==> src/rtl/adc_seq_pkg.sv <==
package adc_seq_pkg;
  localparam int LST_W  = 5;
  localparam int NLOG_W = 3;
  localparam int DLOG_W = 3;

  typedef struct packed {
    logic [LST_W-1:0]  lst;
    logic [NLOG_W-1:0] nlog;
    logic [DLOG_W-1:0] dlog;
  } seq_cfg_t;

  typedef enum logic [1:0] {
    PH_IDLE  = 2'd0,
    PH_START = 2'd1,
    PH_SAMP  = 2'd2,
    PH_CONV  = 2'd3
  } phase_t;
endpackage

==> src/rtl/adc_seq_cfg_decode.sv <==
module adc_seq_cfg_decode
  import adc_seq_pkg::*;
#(
  parameter bit ALLOW_HALF = 1'b1
) (
  input  logic       avg_en_i,
  input  logic [1:0] avg_sel_i,
  input  logic       lst_long_i,
  input  logic [1:0] lst_sel_i,
  input  logic [1:0] div_sel_i,
  input  logic [1:0] clk_src_i,
  output seq_cfg_t   cfg_o
);
  logic [LST_W-1:0] lst_short, lst_long;

  // Sample window: short set steps by 2 from 3, long set steps by 4 from 13
  assign lst_short = LST_W'(3) + {2'b00, lst_sel_i, 1'b0};
  assign lst_long  = LST_W'(13) + {1'b0, lst_sel_i, 2'b00};

  always_comb begin
    cfg_o.lst  = lst_long_i ? lst_long : lst_short;
    cfg_o.nlog = avg_en_i ? NLOG_W'({1'b0, avg_sel_i} + 3'd2) : '0;
  end

  generate
    if (ALLOW_HALF) begin : g_half
      assign cfg_o.dlog = DLOG_W'({1'b0, div_sel_i}) + DLOG_W'(clk_src_i == 2'b01);
    end else begin : g_nohalf
      assign cfg_o.dlog = DLOG_W'({1'b0, div_sel_i});
    end
  endgenerate
endmodule

==> src/rtl/adc_seq_clkdiv.sv <==
module adc_seq_clkdiv
  import adc_seq_pkg::*;
#(
  parameter int CNT_W = 4
) (
  input  logic              clk,
  input  logic              rst,
  input  logic              run_i,
  input  logic [DLOG_W-1:0] dlog_i,
  output logic              tick_o
);
  logic [CNT_W-1:0] cnt;
  logic [CNT_W-1:0] lim;

  assign lim    = CNT_W'((32'd1 << dlog_i) - 32'd1);
  assign tick_o = run_i && (cnt == lim);

  always_ff @(posedge clk) begin
    if (rst || !run_i) cnt <= '0;
    else if (tick_o)   cnt <= '0;
    else               cnt <= cnt + 1'b1;
  end

  // with a divisor above one, ticks never fall on neighbouring cycles
  p_tick_gap_r5: assert property (@(posedge clk) disable iff (rst)
    (tick_o && lim != '0) |=> !tick_o);
endmodule

==> src/rtl/adc_seq_core.sv <==
module adc_seq_core
  import adc_seq_pkg::*;
#(
  parameter int DW        = 12,
  parameter int START_CYC = 6,
  parameter int BASE_CYC  = 25,
  parameter int MAX_NLOG  = 5
) (
  input  logic          clk,
  input  logic          rst,
  input  logic          start_i,
  input  logic          stop_i,
  input  logic          cont_i,
  input  seq_cfg_t      cfg_in,
  input  logic [DW-1:0] sample_i,
  input  logic          tick_i,
  output seq_cfg_t      cfg_q,
  output logic          busy_o,
  output logic          done_o,
  output logic [DW-1:0] result_o
);
  localparam int MAXW  = (BASE_CYC > 32) ? BASE_CYC : 32;
  localparam int PH_W  = $clog2(MAXW + 1);
  localparam int SMP_W = MAX_NLOG + 1;
  localparam int ACC_W = DW + MAX_NLOG;

  phase_t           phase;
  logic [PH_W-1:0]  ph_cnt;
  logic [SMP_W-1:0] smp_cnt;
  logic [SMP_W-1:0] last_smp;
  logic [ACC_W-1:0] acc;

  assign busy_o   = (phase != PH_IDLE);
  assign last_smp = SMP_W'((32'd1 << cfg_q.nlog) - 32'd1);

  always_ff @(posedge clk) begin
    if (rst) begin
      phase    <= PH_IDLE;
      ph_cnt   <= '0;
      smp_cnt  <= '0;
      acc      <= '0;
      cfg_q    <= '0;
      result_o <= '0;
      done_o   <= 1'b0;
    end else begin
      done_o <= 1'b0;
      if (phase == PH_IDLE) begin
        if (start_i && !stop_i) begin
          phase   <= PH_START;
          ph_cnt  <= PH_W'(START_CYC - 1);
          smp_cnt <= '0;
          acc     <= '0;
          cfg_q   <= cfg_in;
        end
      end else if (stop_i) begin
        phase <= PH_IDLE;
      end else if (tick_i) begin
        if (ph_cnt != '0) begin
          ph_cnt <= ph_cnt - 1'b1;
        end else begin
          case (phase)
            PH_START: begin
              phase  <= PH_SAMP;
              ph_cnt <= PH_W'(cfg_q.lst - 5'd1);
            end
            PH_SAMP: begin
              acc    <= acc + ACC_W'(sample_i);
              phase  <= PH_CONV;
              ph_cnt <= PH_W'(BASE_CYC - 1);
            end
            PH_CONV: begin
              if (smp_cnt == last_smp) begin
                result_o <= DW'(acc >> cfg_q.nlog);
                done_o   <= 1'b1;
                if (cont_i) begin
                  phase   <= PH_START;
                  ph_cnt  <= PH_W'(START_CYC - 1);
                  smp_cnt <= '0;
                  acc     <= '0;
                  cfg_q   <= cfg_in;
                end else begin
                  phase <= PH_IDLE;
                end
              end else begin
                smp_cnt <= smp_cnt + 1'b1;
                phase   <= PH_SAMP;
                ph_cnt  <= PH_W'(cfg_q.lst - 5'd1);
              end
            end
            default: phase <= PH_IDLE;
          endcase
        end
      end
    end
  end

  // completion strobe is a single cycle
  p_done_pulse_r10: assert property (@(posedge clk) disable iff (rst)
    done_o |=> !done_o);
  // result only moves together with the strobe
  p_result_hold_r10: assert property (@(posedge clk) disable iff (rst)
    !done_o |-> $stable(result_o));
  // stop abandons the conversion without a strobe
  p_stop_abort_r8: assert property (@(posedge clk) disable iff (rst)
    (busy_o && stop_i) |=> (!busy_o && !done_o));
  // latched configuration cannot change mid-conversion
  p_cfg_hold_r7: assert property (@(posedge clk) disable iff (rst)
    (busy_o && !tick_i) |=> $stable(cfg_q));
  // no strobe can follow an idle cycle
  p_idle_no_done_r2: assert property (@(posedge clk) disable iff (rst)
    !busy_o |=> !done_o);
  // sample index never passes the configured count
  p_smp_bound_r3: assert property (@(posedge clk) disable iff (rst)
    busy_o |-> (smp_cnt <= last_smp));
endmodule

==> src/rtl/adc_conv_sequencer.sv <==
module adc_conv_sequencer
  import adc_seq_pkg::*;
#(
  parameter int DW         = 12,
  parameter int START_CYC  = 6,
  parameter int BASE_CYC   = 25,
  parameter int MAX_NLOG   = 5,
  parameter bit ALLOW_HALF = 1'b1
) (
  input  logic          clk,
  input  logic          rst,
  input  logic          start_i,
  input  logic          stop_i,
  input  logic          cont_i,
  input  logic          avg_en_i,
  input  logic [1:0]    avg_sel_i,
  input  logic          lst_long_i,
  input  logic [1:0]    lst_sel_i,
  input  logic [1:0]    div_sel_i,
  input  logic [1:0]    clk_src_i,
  input  logic [DW-1:0] sample_i,
  output logic          busy_o,
  output logic          done_o,
  output logic [DW-1:0] result_o
);
  localparam int DIV_CNT_W = 4 + (ALLOW_HALF ? 1 : 0);

  seq_cfg_t cfg_dec;
  seq_cfg_t cfg_q;
  logic     tick;

  adc_seq_cfg_decode #(.ALLOW_HALF(ALLOW_HALF)) u_dec (
    .avg_en_i  (avg_en_i),
    .avg_sel_i (avg_sel_i),
    .lst_long_i(lst_long_i),
    .lst_sel_i (lst_sel_i),
    .div_sel_i (div_sel_i),
    .clk_src_i (clk_src_i),
    .cfg_o     (cfg_dec)
  );

  adc_seq_clkdiv #(.CNT_W(DIV_CNT_W)) u_div (
    .clk   (clk),
    .rst   (rst),
    .run_i (busy_o),
    .dlog_i(cfg_q.dlog),
    .tick_o(tick)
  );

  adc_seq_core #(
    .DW       (DW),
    .START_CYC(START_CYC),
    .BASE_CYC (BASE_CYC),
    .MAX_NLOG (MAX_NLOG)
  ) u_core (
    .clk     (clk),
    .rst     (rst),
    .start_i (start_i),
    .stop_i  (stop_i),
    .cont_i  (cont_i),
    .cfg_in  (cfg_dec),
    .sample_i(sample_i),
    .tick_i  (tick),
    .cfg_q   (cfg_q),
    .busy_o  (busy_o),
    .done_o  (done_o),
    .result_o(result_o)
  );
endmodule

==> config.mk <==
export PLATFORM = sky130hd
export DESIGN_NAME = adc_conv_sequencer
export DESIGN_NICKNAME = d
export VERILOG_FILES = /design/src/rtl/adc_seq_pkg.sv /design/src/rtl/adc_seq_cfg_decode.sv /design/src/rtl/adc_seq_clkdiv.sv /design/src/rtl/adc_seq_core.sv /design/src/rtl/adc_conv_sequencer.sv
export SDC_FILE = /design/constraint.sdc
export NUM_CORES = 1
export LEC_CHECK = 0
export BUFFER_PORTS_ARGS = -buffer_cell sky130_fd_sc_hd__buf_2
export CORE_MARGIN = 2
export CORE_UTILIZATION = 45
export CTS_CLUSTER_DIAMETER = 200
export DETAILED_ROUTE_END_ITERATION = 16
export GPL_TIMING_DRIVEN = 0
export PLACE_DENSITY = 0.61
export SYNTH_ARGS = -nofsm -noshare
export SYNTH_HDL_FRONTEND = slang
export SYNTH_SLANG_ARGS = --single-unit
==> constraint.sdc <==
create_clock -name clk -period 4.3 [get_ports clk]
set_input_delay 0.215 -clock clk [delete_from_list [all_inputs] [get_ports clk]]
set_output_delay 0.215 -clock clk [all_outputs]
set_load 0.01 [all_outputs]
==> results of run 1 <==
## final timing paths
| check | startpoint | to | slack (ns) |
|---|---|---|---|
| setup reg to reg | u_core.cfg_q[4]$_SDFFE_PP0P_ | u_core.acc[5]$_SDFFE_PP0P_ | 0.67 |
| hold reg to reg | u_core.result_o[1]$_SDFFE_PP0P_ | u_core.result_o[1]$_SDFFE_PP0P_ | 0.45 |
| setup / recovery | u_core.cfg_q[4]$_SDFFE_PP0P_ | u_core.acc[5]$_SDFFE_PP0P_ | 0.67 |
| hold / removal | avg_en_i | u_core.cfg_q[5]$_SDFFE_PP0P_ | 0.14 |
## flip-flops by register name (all words and copies together), names as in the netlist
register / flops
u_core.smp_cnt: 6
u_div.cnt: 5
u_core.cfg_q: 11
u_core.acc: 17
u_core.ph_cnt: 6
u_core.result_o: 12
u_core.phase: 2
u_core.done_o: 1
## through the flow
step                      worst slack, ns  hold WS [ns]  instances  total power [mW]  area [sq um]
final                               0.670         0.136        680              1.51          4760
after global routing                0.431         0.149        680              1.59          4760
after CTS                           0.652         0.131        680              1.52          4760
after detailed placement            0.682         0.450        665             0.956          4550
after global placement              0.745         0.441        665             0.952          4550
after floorplan                      1.14         0.367        515             0.865          4220
## placed cells by master, fill, tap and decap left out, types with 4 or more instances in the layout
master    count
buf_2        40
or4_1         6
nand3_1      10
or3_1         4
a21oi_1      40
a22oi_1       8
nor2_1       58
mux2_2        6
nor2b_1      10
and2_1        5
buf_6         5
nor3_1       12
dfxtp_1      60
o21a_1        4
and3_1        4
o211ai_1      9
nand2_1      58
clkbuf_1     13
a211oi_1      9
ha_1         25
clkbuf_8     14
inv_1        18
xor2_1        9
xnor2_1      14
a31oi_1       9
o21ai_0      24
mux2i_1      15
## cells by family after synthesis
| logic type | count (synthesis) | share of synthesized area [%] |
|---|---|---|
| buffers and inverters | 48 | 7.35 |
| and+or+nand+nor | 191 | 21.9 |
| muxes | 23 | 6.23 |
| DFF | 60 | 28.5 |
| AOI/OAI and AO/OA | 144 | 23.4 |
| adders and majority gates | 26 | 7.89 |
| xor gates and xnor gates | 23 | 4.77 |
## final cells by class
type	instances	area, sq um
fillers	920	4390
inverters	20	75.1
well taps	111	139
multi-input cells	407	2710
repair buffers	39	195
plain buffers	28	235
clock buffers	10	128
clock inverters	5	77.6
flip-flops and latches	60	1200
## worst max-delay path: cells and delay by family (launching register included)
kind                     cells  cell delay (ns)
flip-flops                   1             0.33
AND/OR/NAND/NOR              6             0.96
buffers and inverters        5             1.21
adder cells (fa/ha/maj)      1             0.22
AO/OA/AOI/OAI                3             0.76
## routing by layer
metal  global-route usage, %  vias to the layer above  wire [um]
li1                        -                     1975          -
met4                    8.32                        0        174
met1                    27.7                     1839       4930
met2                    38.3                       52       5270
met5                       0                        -          0
met3                    3.12                       14        341
## power by group
group / total [mW] / switching (mW) / internal [mW]
logic: 0.355 / 0.215 / 0.139
clock network: 0.561 / 0.239 / 0.321
registers: 0.593 / 0.0198 / 0.573
total: 1.51 / 0.474 / 1.03
==> impl_metrics.env, run 1 <==
export IMPL_chipWidth_um=101
export IMPL_rsz0062_at_grt="no"
export IMPL_grt_pass1_vias=3693
export IMPL_ys_async_sr_fraction_pct=0
export IMPL_postRouteAntennaNets=0
export IMPL_leakagePower_nw=1.89
export IMPL_period_needed_ns=3.63
export IMPL_cp_data_arrival_time_ns=3.85
export IMPL_post_cts_resized=0
export IMPL_cts_htree_levels=3
export IMPL_globalplace_congestion=0.846
export IMPL_grtUsageTotal_pct=22.1
export IMPL_synth_most_common_cell="dfxtp_1"
export IMPL_critical_path_max_fanout=10
export IMPL_io_pins=41
export IMPL_status="completed"
export IMPL_diodes=0
export IMPL_cp_cell_sequence="clkbuf_8 > clkbuf_1 > clkbuf_8 > nor2_1 > nand2_1 > ha_1 > nor4b_1 > or4_1 > a211oi_2 > and2_1 > buf_4 > o221ai_2 > buf_6 > a22oi_1 > nor2_1"
export IMPL_dp_hpwl_um=8030
export IMPL_hold_path_depth=3
export IMPL_ys_seq_area_share_pct=28.5
export IMPL_clk_latency_ns=0.35
export IMPL_detail_route_first_pass_iterations=5
export IMPL_critPathSlowestCell="or4_1"
export IMPL_r2r_cells=15
export IMPL_ys_ff_latch=60
export IMPL_fin_nets=618
export IMPL_overflow=0
export IMPL_final_hold_violation_count=0
export IMPL_antenna_found_initial=0
export IMPL_postCtsSetupRepairBufs=0
export IMPL_cts_tree="yes"
export IMPL_grt_start_max_net_pins=11
export IMPL_root_buffer="clkbuf_8"
export IMPL_worstPathRequired_ns=4.52
export IMPL_dieArea_sq_mm=0.0102
export IMPL_tns_ns=0
export IMPL_syn2layout_area_growth_pct=12.8
export IMPL_crit_path_start_kind="flop"
export IMPL_cts_buffer_depth=2
export IMPL_fmax_mhz=275
export IMPL_vias=3880
export IMPL_worstSetupEndpointType="flop"
export IMPL_power_density_mw_per_mm2=317
export IMPL_cts_num_sinks=60
export IMPL_ys_warn_count=0
export IMPL_max_slew_worst_pin_slew_ns=0.657
export IMPL_min_period_over_period_pct=84.4
export IMPL_ir_drop_uv=144
export IMPL_fin_worst_skew_ns=0.0108
export IMPL_synthCells=515
export IMPL_wl_per_cell_um=15.8
export IMPL_hold_class="in -> reg"
export IMPL_cts_made_buffers=9
export IMPL_setup_violations=0
export IMPL_drt_total_wl_um=10700
export IMPL_synth_cell_types=75
export IMPL_drc_errors=0
export IMPL_max_slew_margin_pct=55.9
export IMPL_dominantRegCellSynth="dfxtp_1"
export IMPL_grt_pass1_wl_um=17800
export IMPL_slowest_delay_ns=0.52
export IMPL_synth_top_area_share_pct=28.5
export IMPL_synth_largest_area_cell="dfxtp_1"
export IMPL_drive_gt1_share_pct=16.5
export IMPL_vias_per_cell=5.71
export IMPL_io_buffers=39
export IMPL_cts_clk_slew_worst_paths_ns=0.08
export IMPL_drt_initial_drc_count=105
export IMPL_netlist_top_cells_count="60 x dfxtp_1, 58 x nand2_1, 58 x nor2_1"
export IMPL_syn_num_nets=568
export IMPL_initial_core_util_pct=46.1
export IMPL_core_sq_mm=0.00915
export IMPL_synth_area_sq_mm=0.00422
export IMPL_die_h_um=101
export IMPL_maxCapViolCount=0
export IMPL_worstSetupPathType="reg -> reg"
export IMPL_avgSynthCellArea_sq_um=8.19
export IMPL_postLayoutCoreUtil_pct=52.0
export IMPL_drv_slew=0
export IMPL_synth_area_top_cells="dfxtp_1 28%, ha_1 7.4%, nand2_1 5.2%"
export IMPL_cts_hold_buf=0
export IMPL_rows=35
export IMPL_synth_edf_count=0
Power figures use the tool's default switching activity.
==> run 2, diff against run 1 <==
ABC_AREA = 1   (was default)
PLACE_DENSITY = 0.63   (was 0.61)
clock period = 3.2 ns   (was 4.3 ns; I/O delays follow)
==> impl_metrics.env, run 2 <==
export IMPL_fmax_mhz=354
export IMPL_io_pins=41
export IMPL_cts_tree="yes"
export IMPL_leakagePower_nw=2.49
export IMPL_core_sq_mm=0.0103
export IMPL_chipWidth_um=107
export IMPL_final_common_cell="nand2_1"
export IMPL_synth_xor_area_share_pct=3.08
export IMPL_vias=5031
export IMPL_cts_htree_levels=3
export IMPL_wl_per_cell_um=13.3
export IMPL_fin_worst_skew_ns=0.00679
export IMPL_initial_core_util_pct=46.4
export IMPL_postRouteAntennaNets=0
export IMPL_cts_num_sinks=60
export IMPL_ys_async_sr_fraction_pct=0
export IMPL_crit_path_start_kind="flop"
export IMPL_grtUsageTotal_pct=23.7
export IMPL_yosys_area_share_simple_pct=42.6
export IMPL_drc_errors=0
export IMPL_synth_area_sq_mm=0.00479
export IMPL_crit_start="u_core.cfg_q[5]$_SDFFE_PP0P_"
export IMPL_io_buffers=40
export IMPL_critical_path_max_fanout=10
export IMPL_dominantRegCellSynth="dfxtp_1"
export IMPL_root_buffer="clkbuf_8"
export IMPL_avgSynthCellArea_sq_um=6.09
export IMPL_post_cts_resized=0
export IMPL_grt_pass1_wl_um=21700
export IMPL_cts_hold_buf=0
export IMPL_final_hold_violation_count=0
export IMPL_synth_largest_area_cell="dfxtp_1"
export IMPL_cts_buffer_depth=2
export IMPL_period_needed_ns=2.82
export IMPL_crit_top_cell="nand2_1"
export IMPL_cp_buffers_inverters=4
export IMPL_drt_total_wl_um=13000
export IMPL_maxCapViolCount=0
export IMPL_overflow=0
export IMPL_globalplace_congestion=0.874
export IMPL_synthMuxAreaShare_pct=0.836
export IMPL_syn2layout_area_growth_pct=11.0
export IMPL_holdCritStartpoint="avg_sel_i[1]"
export IMPL_cts_clk_slew_worst_paths_ns=0.06
export IMPL_worstSetupEndpointType="flop"
export IMPL_grt_pass1_vias=4718
export IMPL_drive_gt1_share_pct=12.0
export IMPL_drv_slew=0
export IMPL_max_slew_worst_pin_slew_ns=0.662
export IMPL_cp_cell_sequence="buf_4 > inv_2 > clkbuf_1 > nand3_1 > ha_1 > inv_1 > nand2_1 > nand2_1 > nor2_1 > nand2_1 > nor2_4 > nand3_4 > nand2_2 > nand2_2 > nor2_4 > nor2_1 > nand2_1 > o21ai_1"
export IMPL_tns_ns=0
export IMPL_layout_common_cells="233 x nand2_1, 93 x nor2_1, 85 x inv_1, 76 x nand3_1, 60 x dfxtp_1"
export IMPL_netlist_top_cells_count="233 x nand2_1, 93 x nor2_1, 85 x inv_1"
export IMPL_fillers=1102
export IMPL_min_period_over_period_pct=88.2
export IMPL_power_density_mw_per_mm2=561
export IMPL_detail_route_first_pass_iterations=5
export IMPL_dieArea_sq_mm=0.0115
export IMPL_drt_initial_drc_count=210
export IMPL_largest_register_ffs=17
export IMPL_synth_top_area_share_pct=25.1
export IMPL_ys_seq_area_share_pct=25.1
export IMPL_critPathSlowestCell="clkbuf_1"
export IMPL_die_h_um=107
export IMPL_slowest_delay_ns=0.36
export IMPL_max_slew_margin_pct=55.9
export IMPL_synthAdderAreaFrac_pct=6.95
export IMPL_status="completed"
export IMPL_worstSetupPathType="reg -> reg"
export IMPL_ir_drop_uv=304
export IMPL_postCtsSetupRepairBufs=0
export IMPL_top_register="u_core.acc"
export IMPL_reg_top3="u_core.acc (17), u_core.result_o (12), u_core.cfg_q (11)"
export IMPL_design_area_sq_mm=0.00532
export IMPL_synth_cell_types=40
export IMPL_clk_latency_ns=0.34
export IMPL_syn_num_nets=839
export IMPL_whs_ns=0.103
export IMPL_synth_top_family_by_area="simple AND/OR/NAND/NOR gates"
export IMPL_fin_nets=890
export IMPL_synth_compound_area_share_pct=10.7
export IMPL_cts_made_buffers=9
export IMPL_synth_most_common_cell="nand2_1"
export IMPL_cpLargestDelayFamily="simple AND/OR/NAND/NOR gates"
export IMPL_rsz0062_at_grt="no"
export IMPL_worstPathRequired_ns=3.43
export IMPL_dp_hpwl_um=10500
export IMPL_synth_area_top_cells="dfxtp_1 25%, nand2_1 18%, nand3_1 7.9%"
export IMPL_diodes=0
export IMPL_setup_violations=0
export IMPL_vias_per_cell=5.15
export IMPL_synthCells=786
export IMPL_rows=37
export IMPL_cp_data_arrival_time_ns=3.05
export IMPL_hold_class="in -> reg"
export IMPL_ys_warn_count=0
export IMPL_power_mw=2.98
export IMPL_ys_ff_latch=60
export IMPL_grt_start_max_net_pins=11
export IMPL_post_dp_cell_area_sq_mm=0.00516
export IMPL_antenna_found_initial=0
export IMPL_reg2reg_from="u_core.cfg_q[5]$_SDFFE_PP0P_"
export IMPL_synth_edf_count=0
## run 2: cells by family (layout without fill, tap and decap cells)
group / after synthesis / count (layout)
AO/OA/AOI/OAI: 98 / 98
XOR/XNOR: 16 / 16
adder cells (fa/ha/maj): 26 / 26
buffers and inverters: 119 / 173
flip-flops: 60 / 60
multiplexers: 4 / 4
AND/OR/NAND/NOR: 463 / 463
## run 2: layer usage
layer / global-route usage [%] / share of wire (%)
met2: 42.7 / 49
met3: 4.92 / 4.0
met5: 0 / 0
met1: 28.4 / 45
met4: 6.31 / 1.6
## run 2: worst min-delay path: stages
cell and delay (ns):
buf_2 0.12, nand3_1 0.07, o21ai_1 0.05
## run 2: metrics by stage
| stage | cells | setup slack, ns | utilization [%] |
|---|---|---|---|
| final | 976 | 0.377 | 51.5 |
| after global routing | 976 | 0.0511 | 51.5 |
| after CTS | 976 | 0.356 | 51.5 |
| after detailed placement | 962 | 0.399 | 50.0 |
| after global placement | 962 | 0.454 | 50.0 |
| after floorplan | 786 | 0.839 | - |
## run 2: layout make-up
cell class	count	area [sq um]	area share, %
buffer	26	164	3.08
clock buffer	11	141	2.66
clock inverter	3	15.0	0.282
inverter	93	349	6.57
multi-input combinational	607	3070	57.8
sequential	60	1200	22.6
tap	136	170	3.20
timing repair buffer	40	200	3.77
## run 2: worst paths after layout
| path | slack [ns] | cells after the start | endpoint |
|---|---|---|---|
| min | 0.10 | 3 | u_core.cfg_q[5]$_SDFFE_PP0P_ |
| min reg2reg | 0.46 | 2 | u_core.cfg_q[7]$_SDFFE_PP0P_ |
| max reg2reg | 0.38 | 18 | u_core.cfg_q[5]$_SDFFE_PP0P_ |
| max | 0.38 | 18 | u_core.cfg_q[5]$_SDFFE_PP0P_ |
## run 2: power by group
part | internal [mW] | total, mW | switching (mW)
clock network | 0.289 | 0.582 | 0.292
logic | 0.498 | 1.48 | 0.983
registers | 0.831 | 0.917 | 0.0862
total | 1.62 | 2.98 | 1.36
